[src/rtl/beatcnt_pkg.sv]
package beatcnt_pkg;

    // Measurement control states
    typedef enum logic [1:0] {
        ST_IDLE = 2'd0,  // enable low, registers frozen
        ST_ARM  = 2'd1,  // waiting for the first aligned beat edge
        ST_RUN  = 2'd2   // counting whole beat periods
    } ctrl_state_e;

endpackage

[src/rtl/beatcnt_vote.sv]
// Samples oscillator A on each B edge, keeps a short history of samples and
// derives a filtered beat level by majority vote; flags its rising edge.
module beatcnt_vote #(
    parameter int VOTE_N = 5
) (
    input  logic clk_b,
    input  logic rst_n,
    input  logic en,
    input  logic osc_a,
    output logic rise_o
);
    localparam int OW = $clog2(VOTE_N + 1);
    localparam int TH = VOTE_N / 2 + 1;

    typedef struct packed {
        logic              samp;
        logic [VOTE_N-1:0] hist;
        logic              filt;
    } vote_s;

    vote_s s_d, s_q;
    logic [OW-1:0] ones;
    logic          maj;

    always_comb begin
        ones = '0;
        for (int i = 0; i < VOTE_N; i++) begin
            ones = ones + OW'(s_q.hist[i]);
        end
        maj = (ones >= OW'(TH));

        s_d = s_q;
        if (en) begin
            s_d.samp = osc_a;
            s_d.hist = {s_q.hist[VOTE_N-2:0], s_q.samp};
            s_d.filt = maj;
        end else begin
            s_d = '0;
        end
        rise_o = en & maj & ~s_q.filt;
    end

    always_ff @(posedge clk_b or negedge rst_n) begin
        if (!rst_n) begin
            s_q <= '0;
        end else begin
            s_q <= s_d;
        end
    end

endmodule

[src/rtl/beatcnt_ctrl.sv]
// Start/end control: arms on enable, discards the first partial period,
// then requests a report and a counter restart on every filtered beat edge.
module beatcnt_ctrl
    import beatcnt_pkg::*;
(
    input  logic clk_b,
    input  logic rst_n,
    input  logic en,
    input  logic rise,
    output logic clr_o,
    output logic inc_o,
    output logic latch_o
);
    typedef struct packed {
        ctrl_state_e st;
    } ctrl_s;

    ctrl_s s_d, s_q;

    always_comb begin
        s_d     = s_q;
        clr_o   = 1'b0;
        inc_o   = 1'b0;
        latch_o = 1'b0;
        if (!en) begin
            s_d.st = ST_IDLE;
        end else begin
            unique case (s_q.st)
                ST_IDLE: s_d.st = ST_ARM;
                ST_ARM: begin
                    if (rise) begin
                        s_d.st = ST_RUN;
                        clr_o  = 1'b1;
                    end
                end
                ST_RUN: begin
                    inc_o = 1'b1;
                    if (rise) begin
                        latch_o = 1'b1;
                        clr_o   = 1'b1;
                    end
                end
                default: s_d.st = ST_IDLE;
            endcase
        end
    end

    always_ff @(posedge clk_b or negedge rst_n) begin
        if (!rst_n) begin
            s_q.st <= ST_IDLE;
        end else begin
            s_q <= s_d;
        end
    end

endmodule

[src/rtl/beatcnt_counter.sv]
// Saturating period counter with output latch and report strobe.
module beatcnt_counter #(
    parameter int CNT_W = 12
) (
    input  logic             clk_b,
    input  logic             rst_n,
    input  logic             clr,
    input  logic             inc,
    input  logic             latch,
    output logic [CNT_W-1:0] run_cnt_o,
    output logic [CNT_W-1:0] count_o,
    output logic             valid_o,
    output logic             ovf_o
);
    localparam logic [CNT_W-1:0] CNT_MAX = '1;

    typedef struct packed {
        logic [CNT_W-1:0] cnt;
        logic [CNT_W-1:0] out;
        logic             vld;
        logic             ovf;
    } cnt_s;

    cnt_s s_d, s_q;
    logic at_max;

    always_comb begin
        at_max = (s_q.cnt == CNT_MAX);
        s_d     = s_q;
        s_d.vld = 1'b0;
        if (latch) begin
            // the current cycle closes the period, so it is counted here
            s_d.out = at_max ? CNT_MAX : s_q.cnt + 1'b1;
            s_d.ovf = at_max;
            s_d.vld = 1'b1;
        end
        if (clr) begin
            s_d.cnt = '0;
        end else if (inc && !at_max) begin
            s_d.cnt = s_q.cnt + 1'b1;
        end
    end

    always_ff @(posedge clk_b or negedge rst_n) begin
        if (!rst_n) begin
            s_q <= '0;
        end else begin
            s_q <= s_d;
        end
    end

    assign run_cnt_o = s_q.cnt;
    assign count_o   = s_q.out;
    assign valid_o   = s_q.vld;
    assign ovf_o     = s_q.ovf;

endmodule

[src/rtl/beatcnt_top.sv]
module beatcnt_top #(
    parameter int CNT_W  = 12,
    parameter int VOTE_N = 5
) (
    input  logic             clk_b,
    input  logic             rst_n,
    input  logic             osc_a,
    input  logic             enable,
    output logic [CNT_W-1:0] count_o,
    output logic             count_valid_o,
    output logic             overflow_o
);
    logic             rise;
    logic             clr;
    logic             inc;
    logic             latch;
    logic [CNT_W-1:0] run_cnt;

    beatcnt_vote #(.VOTE_N(VOTE_N)) u_vote (
        .clk_b  (clk_b),
        .rst_n  (rst_n),
        .en     (enable),
        .osc_a  (osc_a),
        .rise_o (rise)
    );

    beatcnt_ctrl u_ctrl (
        .clk_b   (clk_b),
        .rst_n   (rst_n),
        .en      (enable),
        .rise    (rise),
        .clr_o   (clr),
        .inc_o   (inc),
        .latch_o (latch)
    );

    beatcnt_counter #(.CNT_W(CNT_W)) u_cnt (
        .clk_b     (clk_b),
        .rst_n     (rst_n),
        .clr       (clr),
        .inc       (inc),
        .latch     (latch),
        .run_cnt_o (run_cnt),
        .count_o   (count_o),
        .valid_o   (count_valid_o),
        .ovf_o     (overflow_o)
    );

endmodule

[config.mk]
export PLATFORM = sky130hd
export DESIGN_NAME = beatcnt_top
export DESIGN_NICKNAME = d
export VERILOG_FILES = /design/src/rtl/beatcnt_pkg.sv /design/src/rtl/beatcnt_vote.sv /design/src/rtl/beatcnt_ctrl.sv /design/src/rtl/beatcnt_counter.sv /design/src/rtl/beatcnt_top.sv
export SDC_FILE = /design/constraint.sdc
export NUM_CORES = 1
export LEC_CHECK = 0
export CORE_ASPECT_RATIO = 0.9
export CORE_UTILIZATION = 40
export CTS_BUF_LIST = sky130_fd_sc_hd__clkbuf_16
export DETAILED_ROUTE_END_ITERATION = 10
export HOLD_SLACK_MARGIN = 0.08
export SETUP_SLACK_MARGIN = 0.5
export SYNTH_ARGS = -nofsm -noshare
export SYNTH_HDL_FRONTEND = slang
export SYNTH_HIERARCHICAL = 1
export SYNTH_SLANG_ARGS = --single-unit
[constraint.sdc]
create_clock -name clk_b -period 2.41 [get_ports clk_b]
set_input_delay 0.482 -clock clk_b [delete_from_list [all_inputs] [get_ports clk_b]]
set_output_delay 0.482 -clock clk_b [all_outputs]
set_load 0.02 [all_outputs]
-- Yosys cells after proc, flatten, opt, wreduce, memory -nomap -nowiden
Index checks and enable logic that the tools add are counted.
- register bits after elaboration: 35
- latch bits: 0
- memory bits (writable): 0
- memory bits (read-only): 0
- input bits: 4
- output and inout port bits: 14
- memories kept: 0
- add/subtract/negate cells: 5
- $mul: 0
- div/mod/pow operators: 0
- order comparisons: 1
- equal/unequal tests: 5
- shift operators: 0
- mux-type cells: 15
- bitwise operators: 3
- reduce and logical (&&, ||, !) cells: 6
- operators by type and width (cell ; number):
    12-bit 2-to-1 mux ; 3
    12-bit by 1-bit adder with 12-bit output, second input constant ; 1
    12-bit equality test, second input constant ; 1
    3-bit by 1-bit adder with 3-bit output ; 3
    1-bit 2-to-1 mux ; 7
    7-bit 2-to-1 mux ; 1
    2-bit 2-to-1 mux ; 3
    2-bit case mux with 3 select lines ; 1
    3-bit by 2-bit greater-or-equal comparator with 1-bit output, second input constant ; 1
    3-bit != test, second input constant ; 1
    1-bit by 1-bit adder with 2-bit output ; 1
    1-bit bitwise AND ; 2
    2-bit by 1-bit equality test with 1-bit output, second input constant ; 1
    2-bit equality test, second input constant ; 1
    2-bit logical NOT ; 1
    2-bit != test, second input constant ; 1
    2-bit AND reduction ; 1
    2-bit nonzero test ; 1
    2-bit OR reduction ; 1
    1-bit logical AND ; 1
    1-bit logical NOT ; 1
    1-bit inverter ; 1

-- Logic depth before layout (Yosys ltp)
- depth in word-level cells: 11
- mapped depth: 12
- depth with buffers taken out: 10

-- Modules after synthesis
Netlist, hierarchy kept.
- by module, submodules not included (module ; times used ; cells an instance ; area each (um^2) ; seq. area each (um^2)):
    beatcnt_counter ; 1 ; 132 ; 1325.0 ; 650.6
    beatcnt_vote ; 1 ; 27 ; 326.6 ; 175.2
    beatcnt_ctrl ; 1 ; 19 ; 176.4 ; 50.0

-- Worst setup path after synthesis
Ideal clock, no wire load.
- path type: reg2reg
- from: reg u_vote/s_q[1] (netlist name)
- to: reg u_cnt.s_q, in the netlist u_cnt/count_o[8]
- library setup time: 0.134 ns
- arrival time: 2.509 ns
- data required time: 2.276 ns
- slack: -0.234 ns
- cell stages (with the launch flop): 13
- buffers on the path: 2
- clock period less this slack: 2.644 ns
- path through: dfrtp_1 > inv_1 > fa_1 > fa_1 > inv_1 > ha_1 > nor2b_4 > o211a_1 > and3_2 > clkbuf_1 > clkbuf_1 > o21ai_0 > o22ai_1
- longest elaborated chain between the ends: 10
- RTL lines (item ; RTL line ; source):
    start, declared ; beatcnt_vote.sv:21 ; vote_s s_d, s_q;
    start signal, assigned ; beatcnt_vote.sv:45 ; s_q <= '0;
    start signal, assigned ; beatcnt_vote.sv:47 ; s_q <= s_d;
    1-bit by 1-bit adder with 2-bit output ; beatcnt_vote.sv:28 ; ones = ones + OW'(s_q.hist[i]);
    3-bit by 1-bit adder with 3-bit output (3 in a row) ; beatcnt_vote.sv:28 ;
    3-bit by 2-bit greater-or-equal comparator with 1-bit output ; beatcnt_vote.sv:30 ; maj = (ones >= OW'(TH));
    1-bit bitwise AND (2 in a row) ; beatcnt_vote.sv:40 ; rise_o = en & maj & ~s_q.filt;
    named net rise ; beatcnt_top.sv:13 ; logic rise;
    1-bit 2-to-1 mux ; beatcnt_ctrl.sv:38 ; if (rise) begin
    1-bit 2-to-1 mux ; beatcnt_ctrl.sv:28 ; unique case (s_q.st)
    1-bit 2-to-1 mux ; beatcnt_ctrl.sv:25 ; if (!en) begin
    named net latch ; beatcnt_top.sv:16 ; logic latch;
    end signal, assigned ; beatcnt_counter.sv:46 ; s_q <= '0;
    end signal, assigned ; beatcnt_counter.sv:48 ; s_q <= s_d;
    end, declared ; beatcnt_counter.sv:24 ; cnt_s s_d, s_q;
The timed path passes the listed nets, and every way through them passes these cells.
A chain may end at the register's enable or synchronous reset.

-- Final worst setup path
- from: reg u_vote/s_q[1] (netlist name)
- to: reg u_cnt.s_q, in the netlist u_cnt/ovf_o
Same word-level chain as after synthesis.

==> impl_metrics.env <==
export IMPL_crit_family="adder cells"
export IMPL_grt_pass1_vias=1398
export IMPL_synth_edf_count=0
export IMPL_wl_mm=3.958
export IMPL_path_buf_inv=2
export IMPL_period_share_pct=101.8
export IMPL_detailroute_wirelength_met3_um=141
export IMPL_grt_max_degree=36
export IMPL_cts_sinks=35
export IMPL_worst_setup_path_type="flop to flop"
export IMPL_p_per_area_mw_per_mm2=617.9
export IMPL_wl_per_cell_um=14.88
export IMPL_die_width_um=73.26
export IMPL_hold_path_class="flop to flop"
export IMPL_die_h_um=66.13
export IMPL_synth_fp_nets=190
export IMPL_p_leak_uw=0.0009964
export IMPL_path_max_fanout=5
export IMPL_layout_commonest_cell="dfrtp_1"
export IMPL_finalMaxSlewViolations=0
export IMPL_grtUsageTotal_pct=18.78
export IMPL_pre_cts_slack_ns=-0.1751
export IMPL_yosysSeqAreaShare_pct=47.91
export IMPL_worst_pin_slew_ns=0.8656
export IMPL_dr_total_vias=1401
export IMPL_clkTransAtPathRegs_ns=0.05
export IMPL_via_per_inst=5.267
export IMPL_outcome="finished with violations"
export IMPL_ys_warn_count=6
export IMPL_async_flop_share_pct=100.0
export IMPL_max_cap_violations=0
export IMPL_drt_iter0_drc=95
export IMPL_tns_ns=-0.08125
export IMPL_antenna_found_initial=0
export IMPL_cts_root_buffer_cell="clkbuf_16"
export IMPL_crit_required_ns=2.56
export IMPL_vdd_ir_drop_worst_uv=313.2
export IMPL_worst_ep_arrival_time_ns=2.61
export IMPL_num_fill_cells=371
export IMPL_met2_length_mm=1.888
export IMPL_relSlewSlack_pct=41.94
export IMPL_final_cell_mix="dfrtp_1, clkdlybuf4s50_1, inv_1"
export IMPL_globalRouteOverflowTotal=0
export IMPL_std_cell_rows=22
export IMPL_antenna_cells=0
export IMPL_setup_ws_ns=-0.04454
export IMPL_place_port_buffers=17
export IMPL_cpPeakStageDelay_ns=0.49
export IMPL_cts_path_max_buffers=2
export IMPL_core_area_mm2=0.004239
export IMPL_cts_buffers=5
export IMPL_setup_worst_path_start_class="flop"
export IMPL_avgSynthCellArea_um2=10.27
export IMPL_gp_congestion=0.8058
export IMPL_syn_area_mm2=0.001828
export IMPL_dp_hpwl_mm=2.510
export IMPL_highest_layer="met4"
export IMPL_slowest_stage="fa_1"
export IMPL_grt_pass1_wl_mm=6.775
export IMPL_htree_levels=2
export IMPL_ys_seq_elements=35
export IMPL_drc=0
export IMPL_cp_cell_sequence="inv_2, fa_1, fa_2, inv_2, ha_4, nor2b_4, o211a_4, and3_4, mux2_4"
export IMPL_areaGrowthSynthToFinish_pct=32.92
export IMPL_cts_tree="yes"
export IMPL_clock_latency_ns=0.27
export IMPL_finalNetCount=217
export IMPL_ys_flop_type="dfrtp_1"
export IMPL_violations="setup timing"
export IMPL_finalSetupViolCount=2
export IMPL_max_freq_mhz=407.4
export IMPL_cpMostUsedCell="inv_2"
export IMPL_drive_gt1_share_pct=29.13
export IMPL_fin_crit_ns=2.455
export IMPL_syn_instance_count=178
export IMPL_final_hold_violation_count=0
export IMPL_ios=18
export IMPL_skew_ns=0.001937
export IMPL_initial_core_util_pct=43.12
export IMPL_drt_pass1_iter_count=4
export IMPL_critPathCaptureType="flop"
export IMPL_rsz0062_at_grt="true"
export IMPL_antenna_left=0
export IMPL_wirelength_met1_mm=1.888
export IMPL_dieArea_mm2=0.004845
export IMPL_synth_distinct_cells=43
kinds of logic (layout without fill, tap and decap cells):
| kind of cell | Yosys count | after routing | synth area share [%] |
|---|---|---|---|
| AND/OR/NAND/NOR | 60 | 62 | 19.99 |
| multiplexers | 5 | 5 | 2.875 |
| adder cells (fa/ha/maj) | 8 | 8 | 6.297 |
| buffers and inverters | 24 | 50 | 5.202 |
| flip-flops | 35 | 35 | 47.91 |
| AO/OA/AOI/OAI | 36 | 36 | 12.94 |
| XOR/XNOR | 10 | 10 | 4.791 |
report_power, final:
group / switching [µW] / internal (µW) / total, µW
sequential: 46.9 / 628 / 675
clock: 214 / 371 / 585
combinational: 136 / 105 / 241
total: 397 / 1100 / 1500
synthesized netlist by cell type, drive strengths merged, types with 5 or more instances:
cell type | instances | area [µm²]
clkbuf | 5 | 18.77
and3 | 5 | 35.03
and2 | 7 | 43.79
nand2 | 7 | 26.28
xnor2 | 6 | 52.55
ha | 6 | 75.07
inv | 15 | 56.30
a31oi | 7 | 43.79
dfrtp | 35 | 875.8
o31ai | 5 | 42.54
nand3 | 6 | 47.55
nor2 | 18 | 67.56
a21oi | 12 | 63.81
routing by layer:
metal	up-vias	global-route usage, %
li1	682	-
met1	687	25.29
met2	28	29.98
met3	4	3.201
met4	0	7.353
met5	-	0
path summary, 6_finish.rpt:
path	from	to	slack (ns)	cells after the start
max	u_vote/s_q[1]	u_cnt/ovf_o	-0.04	9
max reg2reg	u_vote/s_q[1]	u_cnt/ovf_o	-0.04	9
max in group asynchronous	rst_n	u_cnt/run_cnt_o[0]	1.47	2
min in group asynchronous	rst_n	u_ctrl/s_q[1]	0.62	2
min	u_vote/s_q[6]	u_vote/s_q[1]	0.45	1
min reg2reg	u_vote/s_q[6]	u_vote/s_q[1]	0.45	1
through the flow:
| stage | instances | area (µm²) | hold slack, ns | power, µW | utilization [%] |
|---|---|---|---|---|---|
| 2_1_floorplan | 178 | 1868 | 0.1864 | 829.4 | - |
| 3_3_place_gp | 252 | 2098 | 0.4318 | 891.6 | 49.50 |
| 3_5_place_dp | 252 | 2098 | 0.4403 | 899.6 | 49.50 |
| 4_1_cts | 262 | 2321 | 0.4517 | 1509 | 54.75 |
| 5_1_grt | 266 | 2430 | 0.4874 | 1582 | 57.32 |
| 6_report | 266 | 2430 | 0.4454 | 1501 | 57.32 |
area by class of cell:
class	count	area [µm²]	area share (%)
Timing Repair Buffer	27	272.8	11.23
Multi-Input combinational cell	121	1013	41.71
Inverter	15	56.30	2.317
Clock inverter	3	11.26	0.4634
Tap cell	60	75.07	3.090
Clock buffer	5	125.1	5.149
Sequential cell	35	875.8	36.05
what timing repair did:
action / CTS / global route
pin swaps: 9 / 1
resized for setup: 17 / 21
endpoints found under the setup margin: 29 / 29
gates cloned: 2 / 0
hold buffers: 0 / 0
setup buffers: 0 / 4
flip-flops by register name, summed over array words and instances (netlist names):
signal	cells
u_cnt/count_o	12
u_vote/s_q	7
u_cnt/run_cnt_o	12
u_cnt/ovf_o	1
u_cnt/valid_o	1
u_ctrl/s_q	2
No activity file was read; power rests on OpenSTA's default activity.
